**src/rtl/pdseq_pkg.sv**
```systemverilog
package pdseq_pkg;

    typedef enum logic [2:0] {
        PS_RUN   = 3'd0,
        PS_STOP  = 3'd1,
        PS_OFF   = 3'd2,
        PS_WAKE  = 3'd3,
        PS_START = 3'd4,
        PS_FAULT = 3'd5
    } seq_state_e;

    // Commands broadcast to every gate lane.
    typedef struct packed {
        logic park;    // stop at the next safe phase
        logic resume;  // restart at the next safe phase
        logic lift;    // drive parked true pins high regardless of mode
    } gate_cmd_t;

    function automatic int unsigned ctr_bits(input int unsigned limit);
        return (limit < 2) ? 1 : $clog2(limit + 1);
    endfunction

    function automatic gate_cmd_t cmd_for(input seq_state_e s);
        gate_cmd_t c;
        c.park   = (s == PS_STOP);
        c.resume = (s == PS_START);
        c.lift   = (s == PS_WAKE) || (s == PS_START) || (s == PS_FAULT);
        return c;
    endfunction

endpackage

```
**src/rtl/pdseq_sync.sv**
```systemverilog
module pdseq_sync #(
    parameter int unsigned STAGES = 2
) (
    input  logic clk,
    input  logic rst,
    input  logic d,
    output logic q
);
    logic [STAGES-1:0] chain;

    always_ff @(posedge clk) begin
        if (rst) begin
            chain <= '0;
        end else begin
            chain[0] <= d;
            for (int k = 1; k < int'(STAGES); k++) begin
                chain[k] <= chain[k-1];
            end
        end
    end

    assign q = chain[STAGES-1];
endmodule

```
**src/rtl/pdseq_qualify.sv**
```systemverilog
module pdseq_qualify #(
    parameter int unsigned HITS = 2
) (
    input  logic clk,
    input  logic rst,
    input  logic ref_clk,
    input  logic req_s,
    output logic recog
);
    localparam int unsigned HW = HITS - 1;

    logic          ref_q;
    logic [HW-1:0] hist;
    logic          ref_rise;

    assign ref_rise = ref_clk & ~ref_q;

    always_ff @(posedge clk) begin
        if (rst) begin
            ref_q <= 1'b0;
            hist  <= '0;
        end else begin
            ref_q <= ref_clk;
            if (ref_rise) begin
                hist[0] <= req_s;
                for (int k = 1; k < int'(HW); k++) begin
                    hist[k] <= hist[k-1];
                end
            end
        end
    end

    // Current sample plus HW earlier samples, all high.
    assign recog = ref_rise & req_s & (&hist);
endmodule

```
**src/rtl/pdseq_se_gate.sv**
```systemverilog
module pdseq_se_gate
    import pdseq_pkg::*;
#(
    parameter int unsigned N = 3
) (
    input  logic      clk,
    input  logic      rst,
    input  gate_cmd_t cmd,
    input  logic [N-1:0] src,
    output logic [N-1:0] gclk,
    output logic [N-1:0] live
);
    for (genvar i = 0; i < int'(N); i++) begin : g_lane
        logic run;

        // The run flag only changes while the source is low.
        always_ff @(posedge clk) begin
            if (rst) begin
                run <= 1'b1;
            end else if (!src[i]) begin
                if (cmd.park) begin
                    run <= 1'b0;
                end else if (cmd.resume) begin
                    run <= 1'b1;
                end
            end
        end

        assign gclk[i] = src[i] & run;
        assign live[i] = run;
    end
endmodule

```
**src/rtl/pdseq_diff_gate.sv**
```systemverilog
module pdseq_diff_gate
    import pdseq_pkg::*;
#(
    parameter int unsigned N = 2
) (
    input  logic      clk,
    input  logic      rst,
    input  gate_cmd_t cmd,
    input  logic [N-1:0] mode,
    input  logic [N-1:0] t_src,
    input  logic [N-1:0] c_src,
    output logic [N-1:0] t_out,
    output logic [N-1:0] c_out,
    output logic [N-1:0] t_oe,
    output logic [N-1:0] c_oe,
    output logic [N-1:0] live
);
    for (genvar i = 0; i < int'(N); i++) begin : g_pair
        logic run;

        // Park and resume on the complement's low phase (true is high then).
        always_ff @(posedge clk) begin
            if (rst) begin
                run <= 1'b1;
            end else if (!c_src[i]) begin
                if (cmd.park) begin
                    run <= 1'b0;
                end else if (cmd.resume) begin
                    run <= 1'b1;
                end
            end
        end

        assign t_out[i] = run ? t_src[i] : 1'b1;
        assign c_out[i] = run ? c_src[i] : 1'b0;
        assign t_oe[i]  = run | ~mode[i] | cmd.lift;
        assign c_oe[i]  = run;
        assign live[i]  = run;
    end
endmodule

```
**src/rtl/pdseq_top.sv**
```systemverilog
module pdseq_top
    import pdseq_pkg::*;
#(
    parameter int unsigned NSE         = 3,
    parameter int unsigned ND          = 2,
    parameter int unsigned LOCK_TMO    = 64,
    parameter int unsigned SYNC_STAGES = 2,
    parameter int unsigned QUAL_HITS   = 2
) (
    input  logic          clk,
    input  logic          rst,
    input  logic          pd_req,
    input  logic          ref_c,
    input  logic [NSE-1:0] se_src,
    input  logic [ND-1:0] dt_src,
    input  logic [ND-1:0] dc_src,
    input  logic [ND-1:0] drv_mode,
    input  logic          pll_lock,
    output logic [NSE-1:0] se_clk,
    output logic [ND-1:0] dt_clk,
    output logic [ND-1:0] dc_clk,
    output logic [ND-1:0] dt_oe,
    output logic [ND-1:0] dc_oe,
    output logic          vco_en,
    output logic          xtal_en,
    output logic          all_run,
    output logic          lock_err
);
    localparam int unsigned CW = ctr_bits(LOCK_TMO);
    localparam logic [CW-1:0] TMO_LAST = CW'(LOCK_TMO - 1);

    seq_state_e     state, nxt;
    logic [CW-1:0]  wait_cnt;
    logic [ND-1:0]  mode_q;
    logic           pd_s, recog;
    gate_cmd_t      cmd;
    logic [NSE-1:0] se_live;
    logic [ND-1:0]  d_live;
    logic           all_parked, all_live;
    logic           parking;

    pdseq_sync #(.STAGES(SYNC_STAGES)) u_sync (
        .clk(clk), .rst(rst), .d(pd_req), .q(pd_s)
    );

    pdseq_qualify #(.HITS(QUAL_HITS)) u_qual (
        .clk(clk), .rst(rst), .ref_clk(ref_c), .req_s(pd_s), .recog(recog)
    );

    assign cmd     = cmd_for(state);
    assign parking = cmd.park;

    pdseq_se_gate #(.N(NSE)) u_se (
        .clk(clk), .rst(rst), .cmd(cmd), .src(se_src),
        .gclk(se_clk), .live(se_live)
    );

    pdseq_diff_gate #(.N(ND)) u_diff (
        .clk(clk), .rst(rst), .cmd(cmd), .mode(mode_q),
        .t_src(dt_src), .c_src(dc_src),
        .t_out(dt_clk), .c_out(dc_clk), .t_oe(dt_oe), .c_oe(dc_oe),
        .live(d_live)
    );

    assign all_parked = ~(|se_live) & ~(|d_live);
    assign all_live   = (&se_live) & (&d_live);

    always_comb begin
        nxt = state;
        unique case (state)
            PS_RUN:   if (recog) nxt = PS_STOP;
            PS_STOP:  if (all_parked) nxt = PS_OFF;
            PS_OFF:   if (!pd_s) nxt = PS_WAKE;
            PS_WAKE: begin
                if (recog)                    nxt = PS_STOP;
                else if (pll_lock)            nxt = PS_START;
                else if (wait_cnt == TMO_LAST) nxt = PS_FAULT;
            end
            PS_START: begin
                if (recog)         nxt = PS_STOP;
                else if (all_live) nxt = PS_RUN;
            end
            PS_FAULT: if (recog) nxt = PS_STOP;
            default:  nxt = PS_RUN;
        endcase
    end

    always_ff @(posedge clk) begin
        if (rst) begin
            state    <= PS_RUN;
            wait_cnt <= '0;
            mode_q   <= '0;
        end else begin
            state <= nxt;
            if (state == PS_WAKE) begin
                wait_cnt <= wait_cnt + 1'b1;
            end else begin
                wait_cnt <= '0;
            end
            if (nxt == PS_STOP && state != PS_STOP) begin
                mode_q <= drv_mode;
            end
        end
    end

    assign vco_en   = (state != PS_OFF);
    assign xtal_en  = (state != PS_OFF);
    assign all_run  = (state == PS_RUN);
    assign lock_err = (state == PS_FAULT);
endmodule

```
**config.mk**
```make
export PLATFORM = sky130hd
export DESIGN_NAME = pdseq_top
export DESIGN_NICKNAME = d
export VERILOG_FILES = /design/src/rtl/pdseq_pkg.sv /design/src/rtl/pdseq_sync.sv /design/src/rtl/pdseq_qualify.sv /design/src/rtl/pdseq_se_gate.sv /design/src/rtl/pdseq_diff_gate.sv /design/src/rtl/pdseq_top.sv
export SDC_FILE = /design/constraint.sdc
export NUM_CORES = 1
export LEC_CHECK = 0
export ABC_AREA = 1
export BUFFER_PORTS_ARGS = -buffer_cell sky130_fd_sc_hd__buf_2
export CAP_MARGIN = 10
export CORE_ASPECT_RATIO = 0.7
export CORE_MARGIN = 5
export CORE_UTILIZATION = 30
export DETAILED_ROUTE_END_ITERATION = 10
export GPL_TIMING_DRIVEN = 0
export REMOVE_ABC_BUFFERS = 1
export SETUP_SLACK_MARGIN = 0.2
export SYNTH_ARGS = -nofsm -noshare
export SYNTH_HDL_FRONTEND = slang
export SYNTH_SLANG_ARGS = --single-unit
```
**constraint.sdc**
```tcl
create_clock -name clk -period 1.3 [get_ports clk]
set_input_delay 0.26 -clock clk [delete_from_list [all_inputs] [get_ports clk]]
set_output_delay 0.26 -clock clk [all_outputs]
set_load 0.005 [all_outputs]
```
* After elaboration in Yosys (flattened, before gate mapping)
Index checks and enable logic that the tools add are counted.
** Word-level totals
- Register bits :: 21
- Bits of input ports :: 14
- Output and inout port bits :: 15
- Word-level logic and storage cells :: 75
** Cells by class
- $add $sub $neg :: 1
- Eq/ne operators :: 9
- Mux-type cells :: 15
- Bitwise operators :: 23
- Reductions and logical operators :: 16
** Operators with widths (count)
- $mux 3 :: 8
- $pmux 3 s5 :: 1
- $reduce_and 2->1 :: 6
- $not 1->1 :: 11
- $and 1x1->1 :: 8
- $add 7x1->7 const B :: 1
- $eq 7x6->1 const B :: 1
- $eq 3x1->1 const B :: 2
- $eq 3x2->1 const B :: 2
- $eq 3x3->1 const B :: 2
- $mux 1 :: 6
- $reduce_or 2->1 :: 3
- $or 1x1->1 :: 4
- $logic_not 3->1 :: 1
- $ne 3x1->1 const B :: 1
- $ne 3x2->1 const B :: 1
- $reduce_and 3->1 :: 1
- $reduce_or 3->1 :: 1
- $logic_or 1x1->1 :: 2
- $reduce_bool 2->1 :: 1
- $logic_and 1x1->1 :: 1

* Longest topological paths before layout
Gate-level depths: netlist of the first run.
- Depth after elaboration :: 8
- Gate-level depth with buffers :: 13
- Mapped depth without buffers :: 13

* Cells and area by module
From an unflattened synthesis of the first run, not the netlist that was laid out.
** Unflattened totals
- Cells, all modules :: 195
- Area, all modules :: 1252.5 µm²
** Modules (own cells, without submodules)
- pdseq_top :: instances 1, cells each 110, area an instance 729.4 µm², seq. area each 240.2 µm²
- pdseq_se_gate :: instances 1, cells each 35, area an instance 198.9 µm², seq. area each 60.1 µm²
- pdseq_diff_gate :: instances 1, cells each 33, area an instance 183.9 µm², seq. area each 40.0 µm²
- pdseq_qualify :: instances 1, cells each 11, area an instance 85.1 µm², seq. area each 40.0 µm²
- pdseq_sync :: instances 1, cells each 6, area an instance 55.1 µm², seq. area each 40.0 µm²

* Worst setup path after synthesis of the first run
No wires, ideal clock.
- Kind :: reg2reg
- Start :: register wait_cnt[0]
- End :: register mode_q[0]
- Setup time :: 0.113 ns
- Data arrival time :: 1.268 ns
- Required time :: 1.187 ns
- Setup slack :: -0.081 ns
- Stages on the path, launching flop included :: 13
- Cells stage by stage :: dfxtp_1 ha_1 nand2_1 nor2_2 nand2_1 nand2_1 nand2_1 nand2_1 nand2_1 nor2_1 nand3_1 nand2_1 nor2_1
** On the way
- Word-level cells in the longest chain between the ends :: 7
** RTL lines
- start: declaration :: line pdseq_top.sv:33 : logic [CW-1:0] wait_cnt;
- start signal: assignment :: line pdseq_top.sv:96 : wait_cnt <= wait_cnt + 1'b1;
- $eq 7x6->1 :: line pdseq_top.sv:77 : else if (wait_cnt == TMO_LAST) nxt = PS_FAULT;
- $mux 3 :: line pdseq_top.sv:77
- $mux 3 :: line pdseq_top.sv:76 : else if (pll_lock) nxt = PS_START;
- $mux 3 :: line pdseq_top.sv:75 : if (recog) nxt = PS_STOP;
- $pmux 3 s5 :: line pdseq_top.sv:70 : unique case (state)
- $eq 3x1->1 :: line pdseq_top.sv:100 : if (nxt == PS_STOP && state != PS_STOP) begin
- $logic_and 1x1->1 :: line pdseq_top.sv:100
- end signal: assignment :: line pdseq_top.sv:101 : mode_q <= drv_mode;
- end: declaration :: line pdseq_top.sv:34 : logic [ND-1:0] mode_q;
No other way between the ends.
A chain may end at the register's enable or synchronous reset.

* Worst setup path after layout of the first run
- Start :: register state[1]
- End :: register mode_q[1]
** On the way
- Word-level cells in the longest chain between the ends :: 6
** RTL lines
- start: declaration :: line pdseq_top.sv:32 : seq_state_e state, nxt;
- start signal: assignment :: line pdseq_top.sv:94 : state <= nxt;
- $mux 3 :: line pdseq_top.sv:77
- $mux 3 :: line pdseq_top.sv:76
- $mux 3 :: line pdseq_top.sv:75
- $pmux 3 s5 :: line pdseq_top.sv:70
- $eq 3x1->1 :: line pdseq_top.sv:100
- $logic_and 1x1->1 * :: line pdseq_top.sv:100
Mark *: on every way between the ends. The rest lies on a longest branch, timed or not.

==> results.yml, run 1 <==
status:
  status: "finished with violations"
  failed_checks: "setup timing"
timing:
  worst_slack_ns: -0.197
  finalCritPeriodShare: 1.15
  rsz0062_at_grt: "true"
  finalHoldViolCount: 0
  tightest_slew_ns: 0.351
  period_minus_slack_ns: 1.50
  final.setup_skew_ns: 0.00164
  finalMaxSlewViolations: 0
  setup_viol: 8
  slew_headroom: 0.766
  fmax_ghz: 0.668
clock_tree:
  cts_htree_levels: 1
  clk_pin_slew_ns: 0.07
  clock_sinks: 21
  cts_hold_buf: 0
  cts_tree: "built"
  clockBufferDepth: 2
  cts_buffers: 3
  clockRootBuffer: "clkbuf_8"
  clk-insertion-delay-late_ns: 0.26
routing:
  route.vias.total: 1264
  vias_per_cell: 4.55
  drtAntennaViolNets: 0
  wl_per_cell_microns: 13.1
  drt_pass1_iterations: 5
  drt_iter0_drc: 38
  highest_layer: "met4"
  remaining_drc_errors: 0
  met3_length_microns: 155
  totalWireLength_microns: 3630
  drt-met1-wl_microns: 1600
  route.met2.wl_microns: 1830
min_path:
  hold_path.class: "input port to flip-flop"
grt:
  grt_max_degree: 12
  track_usage: 0.123
  grt_pass1_vias: 1199
  antenna_found_initial: 0
  grt_pass1_wl_microns: 5110
  grt_overflow_total: 0
cells_and_area:
  fill_cells: 353
  antenna_cells: 0
  nNetsFinal: 244
  seqCellArea_sq_um: 447
  final_cell_mix: "21 x inv_1, 20 x nor2_1, 18 x nand2_1, 18 x buf_2, 18 x buf_6"
  area_growth_pct: 67.9
  mostFrequentLayoutCell: "inv_1"
  post-route-util: 0.535
  drive_gt1_frac: 0.583
  multiInputGateArea_sq_um: 791
synthesis:
  synthesis.instances: 176
  synth_top_area_share: 0.364
  yosysSeqAreaShare: 0.364
  synth_area_sq_um: 1160
  synth_area_leader_cell: "dfxtp_1"
  synth-seq-cells: 21
  yosys_warnings: 0
  synth_area_leaders: "dfxtp_1 36%, nand2_1 12%, inv_1 9.7%"
  synth_cell_type_count: 24
  synth_area_per_cell_sq_um: 6.57
job:
  maxCapViolCount: 0
die:
  die_height_microns: 61.9
  fp.dieW_microns: 84.2
  initial_core_util: 0.319
  dieArea_sq_um: 5220
  ioPinCount: 29
  coreArea_sq_um: 3630
  row_count: 18
setup_path:
  cp.required_ns: 1.46
  crit_fanout: 4
  endpoint_kind: "flip-flop"
  crit_arrival_ns: 1.66
  cp-start-kind: "flip-flop"
  critical_path_class: "flip-flop to flip-flop"
placement:
  gp_congestion: 0.876
  hpwl_microns: 1990
  pre_cts_ws_ns: -0.271
  numPortBuffers: 28
power_and_ir_drop:
  peakVddDrop_v: 0.000568
  power.leakage_nw: 0.973
  power_density_nw_per_um2: 770
==> Yosys cell counts <==
cell type	number
ha_1	1
nand2_1	36
clkbuf_1	1
o21ai_0	4
inv_1	30
nand2_4	1
o2111ai_1	5
nor2_1	29
o21ai_1	1
nand2_2	2
nor3_1	1
a21oi_1	4
buf_4	4
nand3_2	4
and3_1	1
nand3_1	13
dfxtp_1	21
inv_2	6
nand4_1	2
nor3b_1	2
or2_2	2
o21ai_2	1
o21a_1	1
nor2_2	4
==> per-stage QoR <==
stage          cells  power, W  cell area (sq um)  TNS (ns)  hold WS (ns)
2_1_floorplan    171  0.000848               1120    -0.158         0.329
3_3_place_gp     249  0.000924               1330     -1.25         0.392
3_5_place_dp     249  0.000925               1330     -1.11         0.395
4_1_cts          266   0.00139               1640    -0.642         0.197
5_1_grt          278   0.00158               1940     -1.77         0.212
6_report         278   0.00149               1940     -1.14         0.195
==> where the power goes <==
group	leakage, nW	internal [W]	switching (W)
combinational	0.777	0.000178	0.000189
clock	0.0228	0.000219	0.000205
sequential	0.173	0.000668	0.0000367
total	0.973	0.00106	0.000430
==> metal layers <==
layer | track usage | vias to the layer above
met3 | 0.0395 | 7
met1 | 0.152 | 574
met2 | 0.199 | 31
met4 | 0.0596 | 0
li1 | - | 652
met5 | 0 | -
==> timing repair <==
| action | 4_1_cts | 5_1_grt |
|---|---|---|
| buffers inserted | 13 | 12 |
| cloned | 0 | 0 |
| pin swaps | 15 | 19 |
| resized for setup | 57 | 51 |
| endpoints found under the setup margin | 30 | 26 |
==> cells by family after synthesis <==
group / count (synthesis) / synth area share
AOI/OAI and AO/OA: 16 / 0.0909
buffers and inverters: 41 / 0.146
DFF: 21 / 0.364
and+or+nand+nor: 97 / 0.389
adders and majority gates: 1 / 0.0108
==> flip-flops by register name, indices dropped and copies added (netlist names) <==
| signal | count |
|---|---|
| u_diff.g_pair.run | 2 |
| u_se.g_lane.run | 3 |
| u_qual.ref_q | 1 |
| u_qual.hist | 1 |
| wait_cnt | 7 |
| state | 3 |
| mode_q | 2 |
| u_sync.chain | 2 |
==> worst paths after layout <==
path	startpoint	to	slack (ns)	cells after the start
max	state[1]$_SDFF_PP0_	mode_q[1]$_SDFFE_PP0P_	-0.20	11
min	pd_req	u_sync.chain[0]$_SDFF_PP0_	0.20	3
max reg2reg	state[1]$_SDFF_PP0_	mode_q[1]$_SDFFE_PP0P_	-0.20	11
min reg2reg	u_sync.chain[0]$_SDFF_PP0_	u_sync.chain[1]$_SDFF_PP0_	0.40	2
==> cell type report <==
class	instances	share of cell area
multi-input combinational	114	0.407
timing repair buffer	53	0.230
tap	50	0.0322
sequential	21	0.230
clock buffer	4	0.0232
inverter	36	0.0774
==> critical path, cell delays in order, from the launching register on <==
cell and delay (ns):
dfxtp_4 0.38, inv_4 0.10, nand3_2 0.09, buf_4 0.16, o21ai_2 0.09, o21ai_2 0.10, inv_1 0.11, nor2_4 0.06
nor2_2 0.13, nand3_1 0.08, nand2_1 0.07, nor2_1 0.05
No activity file was read; power rests on OpenSTA's default activity.
==> inputs of run 2 (changes only) <==
Settings changed: ABC_AREA 1 to default.
==> run 2 against run 1 <==
Compared with the run above: the run still ends with setup timing left; register-to-register slack worse by 0.03 ns; worst hold slack better by 0.018 ns; fmax is 1.7% lower; synthesized cell count is 27% lower; global-route usage is 0.69 points higher; setup slack worse by 0.026 ns; sequential power is 9.6% lower; via count is 15% lower; first-iteration DRC count is 76% higher; wire length is 17% lower; largest power group unchanged; die area is 6.3% lower; utilization is 4.5 points lower; critical path type unchanged; largest cell class unchanged.
==> results.yml, run 2 <==
die:
  initial_core_util: 0.307
  row_count: 18
  coreArea_sq_um: 3490
  die_height_microns: 60.0
  fp.dieW_microns: 81.5
  dieArea_sq_um: 4890
  ioPinCount: 29
cells_and_area:
  nNetsFinal: 193
  drive_gt1_frac: 0.565
  reg.largest.list: "wait_cnt: 7 flops, state: 3 flops, u_se.g_lane.run: 3 flops"
  final_cells: 227
  final_cell_mix: "20 x buf_2, 17 x buf_4, 14 x buf_6"
  area_growth_pct: 59.5
  regMostFlops: "wait_cnt"
  antenna_cells: 0
  post-route-util: 0.490
  mostFrequentLayoutCell: "buf_2"
  largest_reg_flops: 7
min_path:
  worstHoldPathCells: 2
  hold_path.class: "input port to flip-flop"
  min_from: "pd_req"
  worst_hold_path.endpoint: "u_sync.chain[0]$_SDFF_PP0_"
setup_path:
  r2r_end: "mode_q[0]$_SDFFE_PP0P_"
  endpoint_kind: "flip-flop"
  cp-start-kind: "flip-flop"
  crit_arrival_ns: 1.71
  crit_fanout: 3
  cp.required_ns: 1.49
  r2r_slack_ns: -0.22
  r2r_start: "wait_cnt[0]$_SDFF_PP0_"
  reg2regPathDepth: 6
  critical_path_class: "flip-flop to flip-flop"
power_and_ir_drop:
  power_w: 0.00116
  power.leakage_nw: 0.686
  peakVddDrop_v: 0.000385
  power_density_nw_per_um2: 679
synthesis:
  synthesis.instances: 128
  synth_area_leaders: "dfxtp_1 39%, nand2b_1 7.0%, o21ai_0 5.1%"
  synth_area_per_cell_sq_um: 8.38
  synth_area_sq_um: 1070
  synth_top_area_share: 0.392
  synth.top_cells.by_count: "21 x dfxtp_1, 14 x nor2_1, 13 x nand2_1"
  async_flop_share: 0
  synth_area_leader_cell: "dfxtp_1"
  synth_cell_type_count: 37
  synth-seq-cells: 21
  synth_most_common_cell: "dfxtp_1"
  synth-edff-count: 0
  synth-main-ff-cell: "dfxtp_1"
  yosys_warnings: 0
  yosysSeqAreaShare: 0.392
clock_tree:
  cts_htree_levels: 1
  clk-insertion-delay-late_ns: 0.26
  clk_pin_slew_ns: 0.08
  cts_hold_buf: 0
  clock_sinks: 21
  clockRootBuffer: "clkbuf_8"
  cts_buffers: 3
  clockBufferDepth: 2
  cts_tree: "built"
routing:
  drt_pass1_iterations: 4
  drt_iter0_drc: 67
  vias_per_cell: 4.75
  remaining_drc_errors: 0
  route.vias.total: 1078
  drtAntennaViolNets: 0
  wl_per_cell_microns: 13.3
  totalWireLength_microns: 3020
timing:
  slew_headroom: 0.774
  finalHoldViolCount: 0
  tightest_slew_ns: 0.336
  setup_viol: 10
  rsz0062_at_grt: "true"
  finalMaxSlewViolations: 0
  setup-tns-final_ns: -1.26
  finalCritPeriodShare: 1.17
  final.setup_skew_ns: 0.00633
  period_minus_slack_ns: 1.52
  fmax_ghz: 0.657
  worst_slack_ns: -0.223
grt:
  grt_overflow_total: 0
  track_usage: 0.130
  grt_pass1_wl_microns: 4870
  grt_pass1_vias: 1039
  grt_max_degree: 18
  antenna_found_initial: 0
placement:
  hpwl_microns: 1870
  numPortBuffers: 28
  placed_cells: 200
  pre_cts_ws_ns: -0.368
  gp_congestion: 0.702
status:
  status: "finished with violations"
  failed_checks: "setup timing"
job:
  maxCapViolCount: 0
## run 2: changes by cell type in the layout (fill, tap and decap cells not counted), sizes merged, moves of 4 or more
cell     before  now
nand3        17    4
o2111ai       5    1
o21ai         6   12
inv          36    3
nor2         33   14
nand2        39   13
and2          0    6
nand4b        0    4
nand2b        0   12
nor2b         0    6
## run 2: area by class of cell
class,instances,area [sq um]
flip-flops and latches,21,450
well taps,50,62.6
multi-input cells,98,742
repair buffers,51,385
inverters,3,23.8
fillers,323,1780
clock buffers,3,41.3
clock inverters,1,5.00
## run 2: worst max path at each step
stage	from	end	slack [ns]	depth (start not counted)
floorplan	wait_cnt[0]$_SDFF_PP0_	mode_q[0]$_SDFFE_PP0P_	-0.18	6
global placement	state[0]$_SDFF_PP0_	mode_q[1]$_SDFFE_PP0P_	-0.34	5
detailed placement	wait_cnt[0]$_SDFF_PP0_	mode_q[0]$_SDFFE_PP0P_	-0.37	6
CTS	wait_cnt[1]$_SDFF_PP0_	mode_q[0]$_SDFFE_PP0P_	-0.18	6
global route	u_qual.ref_q$_SDFF_PP0_	mode_q[0]$_SDFFE_PP0P_	-0.33	6
finish	wait_cnt[0]$_SDFF_PP0_	mode_q[0]$_SDFFE_PP0P_	-0.22	6
## run 2: metal layers
metal	track usage	share of wire	vias to the layer above	routed length, microns
met1	0.169	0.45	506	1350
met3	0.0422	0.082	4	247
met2	0.212	0.47	32	1410
li1	-	-	536	-
met4	0.0217	0.0040	0	12
met5	0	0	-	0
## run 2: cell families (layout without fill, tap and decap cells)
kind of cell             count (synthesis)  after routing  synth area share
AO/OA/AOI/OAI                           21             21             0.126
adder cells (fa/ha/maj)                  1              1            0.0117
XOR/XNOR                                 4              4            0.0327
multiplexers                             3              3            0.0280
buffers and inverters                    9             58            0.0537
flip-flops                              21             21             0.392
AND/OR/NAND/NOR                         69             69             0.356
## run 2: critical path, cell delays in order (launching register included)
cell      delay (ns)
dfxtp_2         0.34
ha_4            0.16
and3_4          0.19
a21oi_4         0.14
o21ai_2         0.08
a211oi_2        0.31
mux2i_1         0.22
## run 2: what timing repair did
action / in CTS / in global routing
setup buffers: 16 / 7
endpoints found under the setup margin: 32 / 31
gates resized for setup: 56 / 25
pin swaps: 22 / 9
## run 2: stage by stage
stage               area (sq um)  hold slack (ns)
floorplan                   1030            0.329
global placement            1230            0.418
detailed placement          1230            0.434
CTS                         1550            0.205
global route                1710            0.259
finish                      1710            0.213
## run 2: power breakdown
group / switching (W) / total (W) / internal [W]
Clock: 0.000212 / 0.000425 / 0.000214
Combinational: 0.0000384 / 0.0000988 / 0.0000604
Sequential: 0.00000283 / 0.000637 / 0.000634
==> inputs of run 3 (changes only) <==
Settings changed: CORE_UTILIZATION 30 to 46, PLACE_DENSITY from default to 0.74.
==> run 3 against run 2 <==
Compared with the run above: the run still ends with setup timing left; via count is 4.8% higher; wire length grew 17%; die area decreased by 30%; utilization increased by 28 points; critical path type unchanged; register-to-register slack got worse by 0.02 ns; sequential power is essentially flat; design area is 1.7% lower; worst hold slack got worse by 0.063 ns; clock power is 22% lower; flip-flop and latch count unchanged; critical endpoint is now mode_q[1]$_SDFFE_PP0P_; critical path depth stayed put; final cell count shrank 8.8%.
==> results.yml, run 3 (synthesis gave the netlist of run 2 again) <==
status:
  status: "finished with violations"
  failed_checks: "setup timing"
clock_tree:
  cts_tree: "built"
  cts_buffers: 3
  clock_sinks: 21
  clockBufferDepth: 2
  clk-insertion-delay-late_ns: 0.32
  cts_htree_levels: 1
  clk_pin_slew_ns: 0.13
  clockRootBuffer: "clkbuf_4"
timing:
  fmax_ghz: 0.650
  setup-tns-final_ns: -1.92
  setup_viol: 18
  finalHoldViolCount: 0
  tightest_slew_ns: 0.314
  final.setup_skew_ns: 0.0151
  rsz0062_at_grt: "true"
  period_minus_slack_ns: 1.54
  finalMaxSlewViolations: 0
  finalCritPeriodShare: 1.18
  fin_hold_ws_ns: 0.150
  slew_headroom: 0.790
  worst_slack_ns: -0.239
grt:
  grt_pass1_wl_microns: 4440
  grt_max_degree: 18
  antenna_found_initial: 0
  track_usage: 0.170
  grt_overflow_total: 0
  grt_util_met3: 0.0625
  grtUsageMet1: 0.197
  grt_pass1_vias: 994
  grt_use_met2: 0.284
  busiest_layer: "met2"
setup_path:
  cp.required_ns: 1.50
  endpoint_kind: "flip-flop"
  startpoint: "state[1]$_SDFF_PP0_"
  cp-start-kind: "flip-flop"
  crit_fanout: 5
  critical_path_class: "flip-flop to flip-flop"
  crit_arrival_ns: 1.74
  r2r_start: "state[1]$_SDFF_PP0_"
  r2r_slack_ns: -0.24
routing:
  remaining_drc_errors: 0
  drt_pass1_iterations: 4
  drtAntennaViolNets: 0
  route.vias.total: 1130
  wl_per_cell_microns: 17.1
  drt_iter0_drc: 76
  totalWireLength_microns: 3550
  vias_per_cell: 5.46
die:
  initial_core_util: 0.490
  die_height_microns: 50.4
  ioPinCount: 29
  fp.dieW_microns: 67.7
  dieArea_sq_um: 3410
  row_count: 14
  coreArea_sq_um: 2190
power_and_ir_drop:
  power_w: 0.00107
  power.leakage_nw: 0.680
  peakVddDrop_v: 0.000554
  power_density_nw_per_um2: 639
cells_and_area:
  nNetsFinal: 191
  final_cell_mix: "20 x buf_6, 18 x buf_2, 11 x buf_4"
  largest_reg_flops: 7
  drive_gt1_frac: 0.589
  area_growth_pct: 56.8
  regMostFlops: "wait_cnt"
  final_area_sq_um: 1680
  mostFrequentLayoutCell: "buf_6"
  reg.largest.list: "wait_cnt: 7 flops, state: 3 flops, u_se.g_lane.run: 3 flops"
  antenna_cells: 0
placement:
  hpwl_microns: 1720
  numPortBuffers: 28
  place_area_sq_um: 1210
  pre_cts_ws_ns: -0.354
  gp_congestion: 0.812
min_path:
  hold_path.class: "input port to flip-flop"
  min_from: "pd_req"
job:
  maxCapViolCount: 0
==> run 3: cell count changes in the layout (fill, tap and decap cells not counted), moves of 2 or more <==
cell and delta:
buf_4 -6, buf_6 +6, clkbuf_4 +3, clkbuf_8 -3, buf_2 -2, dfxtp_1 -2
==> run 3: cell type report <==
type	count	area, sq um
repair buffers	49	398
well taps	32	40.0
clock buffers	3	22.5
clock inverters	1	5.00
inverters	3	18.8
fillers	140	508
multi-input cells	98	742
flip-flops and latches	21	455
==> run 3: routing by layer <==
layer,up-vias,part of all wire
met5,-,0
met4,0,0.021
met3,13,0.069
met2,64,0.50
met1,526,0.41
li1,527,-
==> run 3: worst max-delay path: stages (launching register included) <==
cell	delay, ns
dfxtp_4	0.41
nor2b_4	0.22
buf_4	0.14
nand3_2	0.10
o32ai_2	0.31
a211oi_2	0.10
mux2i_1	0.13
==> run 3: worst paths after layout <==
path / to / depth (start not counted)
min: u_sync.chain[0]$_SDFF_PP0_ / 2
min reg2reg: u_sync.chain[1]$_SDFF_PP0_ / 1
max: mode_q[1]$_SDFFE_PP0P_ / 6
max reg2reg: mode_q[1]$_SDFFE_PP0P_ / 6
==> run 3: metrics by stage <==
stage | util | std cells
6_report | 0.768 | 207
5_1_grt | 0.768 | 207
4_1_cts | 0.663 | 197
3_5_place_dp | 0.553 | 182
3_3_place_gp | 0.553 | 182
2_1_floorplan | - | 122
==> run 3: where the power goes <==
group          switching [W]  internal (W)  leakage, nW
combinational      0.0000404     0.0000662        0.489
clock               0.000217      0.000115       0.0177
sequential        0.00000314      0.000633        0.174
==> run 3: what timing repair did <==
item | 4_1_cts | 5_1_grt
resized for setup | 40 | 47
hold buffers | 0 | 0
buffers inserted | 11 | 10
pin swaps | 15 | 10
endpoints found under the setup margin | 32 | 32
